**config.mk**
```make
export PLATFORM = sky130hd
export DESIGN_NAME = cam_flag_cascade
export DESIGN_NICKNAME = d
export VERILOG_FILES = /design/src/rtl/cam_flag_pkg.sv /design/src/rtl/cfc_strobe.sv /design/src/rtl/cfc_cycle.sv /design/src/rtl/cfc_match.sv /design/src/rtl/cfc_cascade.sv /design/src/rtl/cam_flag_cascade.sv
export SDC_FILE = /design/constraint.sdc
export NUM_CORES = 1
export LEC_CHECK = 0
export ABC_AREA = 1
export CORE_AREA = 5 5 42 44
export CTS_CLUSTER_DIAMETER = 50
export CTS_CLUSTER_SIZE = 14
export DETAILED_ROUTE_END_ITERATION = 10
export DIE_AREA = 0 0 47 49
export PLACE_DENSITY = 0.6
export SLEW_MARGIN = 0
export SYNTH_ARGS = -nofsm -noshare
export SYNTH_HDL_FRONTEND = slang
export SYNTH_SLANG_ARGS = --single-unit
```
**constraint.sdc**
```tcl
create_clock -name clk -period 1.4 [get_ports clk]
set_clock_uncertainty 0.1 [all_clocks]
set_input_delay 0.42 -clock clk [delete_from_list [all_inputs] [get_ports clk]]
set_output_delay 0.42 -clock clk [all_outputs]
set_load 0.01 [all_outputs]
```
**src/rtl/cam_flag_pkg.sv**
```systemverilog
// Package: shared types for the CAM flag controller.
// Assumes: all control pins are active low, as captured on the strobe edge.
package cam_flag_pkg;

    // Control pins captured at the falling edge of the chip-enable strobe.
    typedef struct packed {
        logic wr_n;
        logic cmd_n;
        logic ec_n;
    } cyc_ctl_t;

    localparam cyc_ctl_t CTL_IDLE = '{wr_n: 1'b1, cmd_n: 1'b1, ec_n: 1'b1};

endpackage

```
**src/rtl/cfc_strobe.sv**
```systemverilog
// Module: edge detector for the chip-enable strobe.
// Assumes ce_n is synchronous to clk; the edges are reported in the cycle
// where the new level is first present on the input.
module cfc_strobe (
    input  logic clk,
    input  logic rst_n,
    input  logic ce_n,
    output logic ce_fall,
    output logic ce_rise,
    output logic ce_idle
);
    logic ce_prev;

    // Remember the last sampled strobe level; idle high after reset.
    always_ff @(posedge clk) begin
        if (!rst_n) ce_prev <= 1'b1;
        else        ce_prev <= ce_n;
    end

    // Edges compare the current input with the remembered level.
    always_comb begin
        ce_fall = ce_prev & ~ce_n;
        ce_rise = ~ce_prev & ce_n;
        ce_idle = ce_prev;
    end
endmodule

```
**src/rtl/cfc_cycle.sv**
```systemverilog
// Module: captures the cycle controls on the strobe falling edge, drives the
// data-bus enable and locks the chain state on the rising edge.
// Assumes a configuration switch overrides any chain update in the same cycle.
module cfc_cycle
    import cam_flag_pkg::*;
(
    input  logic     clk,
    input  logic     rst_n,
    input  logic     ce_fall,
    input  logic     ce_rise,
    input  logic     ce_idle,
    input  cyc_ctl_t ctl_in,
    input  logic     cfg_switch,
    output cyc_ctl_t ctl_q,
    output logic     dq_oe,
    output logic     chain_act
);
    // Capture the control pins only at the falling edge.
    always_ff @(posedge clk) begin
        if (!rst_n)       ctl_q <= CTL_IDLE;
        else if (ce_fall) ctl_q <= ctl_in;
    end

    // Bus enable: on for a read after the fall, off at the rise.
    always_ff @(posedge clk) begin
        if (!rst_n)       dq_oe <= 1'b0;
        else if (ce_fall) dq_oe <= ctl_in.wr_n;
        else if (ce_rise) dq_oe <= 1'b0;
    end

    // Chain state locked at the rise from the captured enable.
    always_ff @(posedge clk) begin
        if (!rst_n)          chain_act <= 1'b0;
        else if (cfg_switch) chain_act <= 1'b0;
        else if (ce_rise)    chain_act <= ~ctl_q.ec_n;
    end

    // the bus is never driven once the strobe has been seen high.
    p_bus_off_idle_r3: assert property (@(posedge clk) disable iff (!rst_n)
        ce_idle |-> !dq_oe);

    // captured controls change only at a falling edge.
    p_ctl_hold_r2: assert property (@(posedge clk) disable iff (!rst_n)
        !ce_fall |=> $stable(ctl_q));

    // chain state moves only at a rise or configuration switch.
    p_chain_hold_r4: assert property (@(posedge clk) disable iff (!rst_n)
        (!ce_rise && !cfg_switch) |=> $stable(chain_act));
endmodule

```
**src/rtl/cfc_match.sv**
```systemverilog
// Module: device match and multiple-match status from the latest compare.
// Assumes cmp_count is the number of valid matches, meaningful with cmp_valid.
module cfc_match #(
    parameter int CNT_W = 4
) (
    input  logic             clk,
    input  logic             rst_n,
    input  logic             cmp_valid,
    input  logic [CNT_W-1:0] cmp_count,
    input  logic             cfg_switch,
    output logic             hit,
    output logic             multi
);
    localparam logic [CNT_W-1:0] ONE = CNT_W'(1);

    // Update status per compare; a configuration switch clears it first.
    always_ff @(posedge clk) begin
        if (!rst_n || cfg_switch) begin
            hit   <= 1'b0;
            multi <= 1'b0;
        end else if (cmp_valid) begin
            hit   <= (cmp_count != '0);
            multi <= (cmp_count > ONE);
        end
    end

    // a multiple match always implies a match.
    p_multi_has_hit_r8: assert property (@(posedge clk) disable iff (!rst_n)
        multi |-> hit);

    // the switch clears both status bits.
    p_cfg_clears_r9: assert property (@(posedge clk) disable iff (!rst_n)
        cfg_switch |=> (!hit && !multi));

    // status holds between compares.
    p_hit_hold_r7: assert property (@(posedge clk) disable iff (!rst_n)
        (!cmp_valid && !cfg_switch) |=> $stable(hit));
endmodule

```
**src/rtl/cfc_cascade.sv**
```systemverilog
// Module: merges local status with the upstream chain inputs.
// Assumes the chain inputs come from the previous device, so the paths are
// combinational through the chain with no loop.
module cfc_cascade (
    input  logic chain_act,
    input  logic hit,
    input  logic mf_en,
    input  logic mi_n,
    input  logic ff_en,
    input  logic local_full,
    input  logic fi_n,
    output logic mf_n,
    output logic ff_n
);
    logic mf_chained;
    logic ff_chained;

    // Match: upstream match or enabled local match, gated by the chain.
    always_comb begin
        mf_chained = mi_n & ~(mf_en & hit);
        mf_n       = chain_act ? mf_chained : 1'b1;
    end

    // Full: only full when upstream is full and this device is full.
    always_comb begin
        ff_chained = ~(local_full & ~fi_n);
        ff_n       = ff_en ? ff_chained : fi_n;
    end
endmodule

```
**src/rtl/cam_flag_cascade.sv**
```systemverilog
// Module: top of the CAM flag and cascade controller.
// Assumes ce_n, controls and chain inputs are synchronous to clk; reset is
// synchronous and active low.
module cam_flag_cascade
    import cam_flag_pkg::*;
#(
    parameter int CNT_W = 4
) (
    input  logic             clk,
    input  logic             rst_n,
    input  logic             ce_n,
    input  logic             wr_n,
    input  logic             cmd_n,
    input  logic             ec_n,
    input  logic             cmp_valid,
    input  logic [CNT_W-1:0] cmp_count,
    input  logic             local_full,
    input  logic             cfg_switch,
    input  logic             mf_en,
    input  logic             ff_en,
    input  logic             mi_n,
    input  logic             fi_n,
    output logic             mf_n,
    output logic             ma_n,
    output logic             mm_n,
    output logic             ff_n,
    output logic             dq_oe,
    output logic             lat_wr_n,
    output logic             lat_cmd_n
);
    logic     ce_fall, ce_rise, ce_idle;
    logic     chain_act, hit, multi;
    cyc_ctl_t ctl_in, ctl_q;

    // Pack the raw control pins for capture.
    always_comb begin
        ctl_in.wr_n  = wr_n;
        ctl_in.cmd_n = cmd_n;
        ctl_in.ec_n  = ec_n;
    end

    cfc_strobe u_strobe (
        .clk(clk), .rst_n(rst_n), .ce_n(ce_n),
        .ce_fall(ce_fall), .ce_rise(ce_rise), .ce_idle(ce_idle)
    );

    cfc_cycle u_cycle (
        .clk(clk), .rst_n(rst_n), .ce_fall(ce_fall), .ce_rise(ce_rise),
        .ce_idle(ce_idle), .ctl_in(ctl_in), .cfg_switch(cfg_switch),
        .ctl_q(ctl_q), .dq_oe(dq_oe), .chain_act(chain_act)
    );

    cfc_match #(.CNT_W(CNT_W)) u_match (
        .clk(clk), .rst_n(rst_n), .cmp_valid(cmp_valid),
        .cmp_count(cmp_count), .cfg_switch(cfg_switch),
        .hit(hit), .multi(multi)
    );

    cfc_cascade u_cascade (
        .chain_act(chain_act), .hit(hit), .mf_en(mf_en), .mi_n(mi_n),
        .ff_en(ff_en), .local_full(local_full), .fi_n(fi_n),
        .mf_n(mf_n), .ff_n(ff_n)
    );

    // Drive the device flags and captured controls.
    always_comb begin
        ma_n      = ~hit;
        mm_n      = ~multi;
        lat_wr_n  = ctl_q.wr_n;
        lat_cmd_n = ctl_q.cmd_n;
    end

    // an inactive chain holds the match flag high.
    p_mf_gated_r4: assert property (@(posedge clk) disable iff (!rst_n)
        !chain_act |-> mf_n);

    // a compare with matches shows on the device flag next cycle.
    p_hit_follows_r7: assert property (@(posedge clk) disable iff (!rst_n)
        (cmp_valid && !cfg_switch && cmp_count != '0) |=> !ma_n);
endmodule

```
* Word level (Yosys, flattened, before mapping) *
Cells that the tools add are included.

storage, ports and cells
  register bits = 8

operators by class
  $lt $le $gt $ge = 1
  bitwise logic cells = 14
  mux-type cells = 4
  reductions and logical operators = 5

operator list
  cell                                                 count
  inverter 1 bit                                       9
  bitwise AND 1 bit                                    5
  > comparator 4 x 1 -> 1 bit (second input constant)  1
  2-to-1 mux 1 bit                                     4
  nonzero test 4 bit                                   1
  nonzero test 2 bit                                   1
  OR reduction 2 bit                                   1
  logical NOT 1 bit                                    1
  logical OR 1 bit                                     1

* Depth between registers and ports, before layout *
  word-level depth = 4
  gate-level depth with buffers = 5
  depth with buffers taken out = 5

* By module *
From an unflattened synthesis, not the netlist that was laid out.

unflattened totals
  cell total of the unflattened synthesis = 53
  area total of the unflattened synthesis = 365.4 um2

by module, submodules not included
  module            sequential area each (um2)  times used  cells each  area an instance (um2)
  cfc_cycle         100.1                       1           23          182.7
  cfc_match         40.0                        1           17          102.6
  cfc_strobe        20.0                        1           6           38.8
  cfc_cascade       0.0                         1           5           33.8
  cam_flag_cascade  0.0                         1           2           7.5

* Least setup slack after synthesis *
Ideal clock, no wire load.

  path type = input to output
  from = input ff_en
  to = output ff_n
  slack = 0.240 ns
  buffers on the path = 0
  stages = 2
  arrival = 0.640 ns
  path through = inv_1 -> o21bai_1

between the ends
  cells in the longest elaborated chain, start to end = 1

ends and longest elaborated chain
  element           RTL line                source
  start, declared   cam_flag_cascade.sv:20  input logic ff_en,
  2-to-1 mux 1 bit  cfc_cascade.sv:27       ff_n = ff_en ? ff_chained : fi_n;
  end, declared     cam_flag_cascade.sv:26  output logic ff_n,

Every way passes these cells.

* Worst setup path in the final report *
  from = input mi_n
  to = output mf_n

between the ends
  cells in the longest elaborated chain, start to end = 2

ends and longest elaborated chain
  element            RTL line                source
  start, declared    cam_flag_cascade.sv:21  input logic mi_n,
  bitwise AND 1 bit  cfc_cascade.sv:20       mf_chained = mi_n & ~(mf_en & hit);
  2-to-1 mux 1 bit   cfc_cascade.sv:21       mf_n = chain_act ? mf_chained : 1'b1;
  end, declared      cam_flag_cascade.sv:23  output logic mf_n,

Every way passes these cells.

==> flow_summary.toml <==
[synthesis]
synth_fa_ha_area_share_pct = 6.80
synth_compound_area_share_pct = 4.76
syn_inst = 51
synth_seq_cells = 8
synthMuxAreaShare_pct = 0
yosys.area_share.simple_pct = 33.7
synthDistinctLibCells = 13
ys_seq_area_share_pct = 43.5
synth_top_family_by_area = "simple AND/OR/NAND/NOR gates"
syn_area_um2 = 368
syn_nets = 70
yosys_warnings = 0
synth_area_per_cell_um2 = 7.21
synth_xor_area_share_pct = 0

[critical_path]
cp.required_ns = 0.88
path_max_fanout = 1
worstSetupPathType = "in -> out"
startpoint_type = "primary input"
end_kind = "output port"
regToRegSetupSlack_ns = 0.39
r2r_start = "u_strobe.ce_idle"
r2r_cells = 4
cp.arrival_ns = 0.87
worstReg2RegEnd = "u_cycle.dq_oe"

[floorplan]
rows = 14
core_area_um2 = 1400
initial_core_util_pct = 26.3
chipWidth_um = 47
die_h_um = 49
num_io_pins = 24
die_area_um2 = 2300

[worst_hold_path]
hold_end = "u_cycle.ctl_q[2]"
hp-start = "u_cycle.ctl_q[2]"
timing.hold.worst_path_depth = 2
hp-class = "reg -> reg"

[sta]
rsz0062_at_grt = "true"
slew_viol_final = 0
timing.slew.headroom_pct = 83.2
finalCritPeriodShare_pct = 99.5
hold_slack_ns = 0.359
finalWorstSetupSlack_ns = 0.00659
fin_setup_tns_ns = 0
max_freq_ghz = 0.718
setup_viol = 0
fin_crit_ns = 1.39
tightest_slew_ns = 0.252
hold_viol_final = 0

[clocking]
postCtsHoldBufs = 0
clkTransAtPathRegs_ns = 0.05
clock_latency_ns = 0.25
clockBufferDepth = 2
cts_tree = "yes"
clock-sinks = 8
root_buffer = "clkbuf_4"
post_cts_buffers = 0
htree_levels = 1
cts_made_buffers = 3

[detailed_routing]
drt_pass1_iterations = 3
vias = 389
drt_iter0_drc = 4
drc = 0
wl_um = 832
wl_per_cell_um = 8.85
postRouteAntennaNets = 0
vias_per_cell = 4.14

[power]
leakagePower_nw = 0.311
ir_drop_v = 0.000343
p_total_mw = 0.532
p_per_area_nw_per_um2 = 854

[grt]
antenna_found_initial = 0
grt_max_degree = 8
grtUsageTotal_pct = 7.97
grt.overflow.total = 0
first_global_vias = 346
grt_pass1_wl_um = 1330

[final_layout]
final_cell_mix = "nand2_1 (13), clkdlybuf4s50_1 (11), inv_1 (10), dfxtp_1 (7), clkdlybuf4s15_1 (6)"
antenna_cells = 0
final_cell_area_um2 = 623
final_common_cell = "nand2_1"
regArea_um2 = 161
multi_input_area_um2 = 166
fill_cells = 167
post-route-util_pct = 44.5
layout-drive-gt1-share_pct = 17.9
num-nets-final = 99
fin_cells = 94
synthToLayoutAreaGrowth_pct = 69.4

[place]
pre_cts_ws_ns = -0.695
placed_cells = 91
placed_area_um2 = 626
hpwl_um = 696
port_buffers = 23
gp_congestion = 0.708

[run_status]
outcome = "completed"

[run]
drv_cap = 0
[flip-flops by register name (all words and copies together), names as in the netlist]
register and flops:
u_strobe.ce_idle 1, u_cycle.chain_act 1, u_match.multi 1, u_cycle.ctl_q 3, u_cycle.dq_oe 1, u_match.hit 1
[Yosys cell counts]
master / number / share of area, %
nor3b_2: 1 / 3.4
nand3_1: 5 / 6.8
dfxtp_1: 8 / 44
nand2_2: 1 / 1.7
nor2_1: 5 / 5.1
o21bai_1: 1 / 2.0
a21oi_1: 1 / 1.4
ha_1: 2 / 6.8
o21ai_0: 1 / 1.4
inv_1: 11 / 11
nand2_1: 13 / 13
and2_1: 1 / 1.7
nor2_2: 1 / 1.7
[final cells by class]
cell class / instances / area share, %
Inverter: 11 / 6.63
Sequential cell: 8 / 25.9
Timing Repair Buffer: 24 / 33.9
Multi-Input combinational cell: 32 / 26.7
Clock buffer: 3 / 3.61
Tap cell: 16 / 3.21
[metal layers]
layer	track usage [%]	wire length, um	vias to the layer above
met3	5.54	118	0
met5	0	0	-
met2	10.9	328	20
met1	9.73	385	161
li1	-	-	208
met4	2.76	0	0
[cell families after synthesis]
family,after synthesis
buffers and inverters,11
AO/OA/AOI/OAI,3
flip-flops,8
adder cells (fa/ha/maj),2
AND/OR/NAND/NOR,27
[critical path, cell delays in order]
cell and delay, ns:
dlygate4sd2_1 0.23, nand2_1 0.06, nand2_1 0.04, buf_2 0.13
[power by group]
group          total (mW)  switching, mW  leakage [nW]  internal (mW)
Combinational       0.108         0.0434         0.231         0.0647
Sequential          0.250        0.00711        0.0665          0.243
Clock               0.174         0.0764        0.0138         0.0980
Total               0.532          0.127         0.311          0.405
[worst max-delay path by stage]
stage | end | from | slack, ns
after floorplan | ff_n | ff_en | 0.24
after global placement | ff_n | ff_en | -0.67
after detailed placement | ff_n | ff_en | -0.69
after CTS | ff_n | ff_en | 0.0003
after global routing | mf_n | u_match.hit | -0.04
final | mf_n | mi_n | 0.007
[what timing repair did]
item | 4_1_cts | 5_1_grt
cloned | 0 | 0
endpoints found under the hold margin | 0 | 0
pin swaps | 3 | 4
endpoints found under the setup margin | 8 | 7
resized for setup | 25 | 8
(Power assumes the default switching activity.)
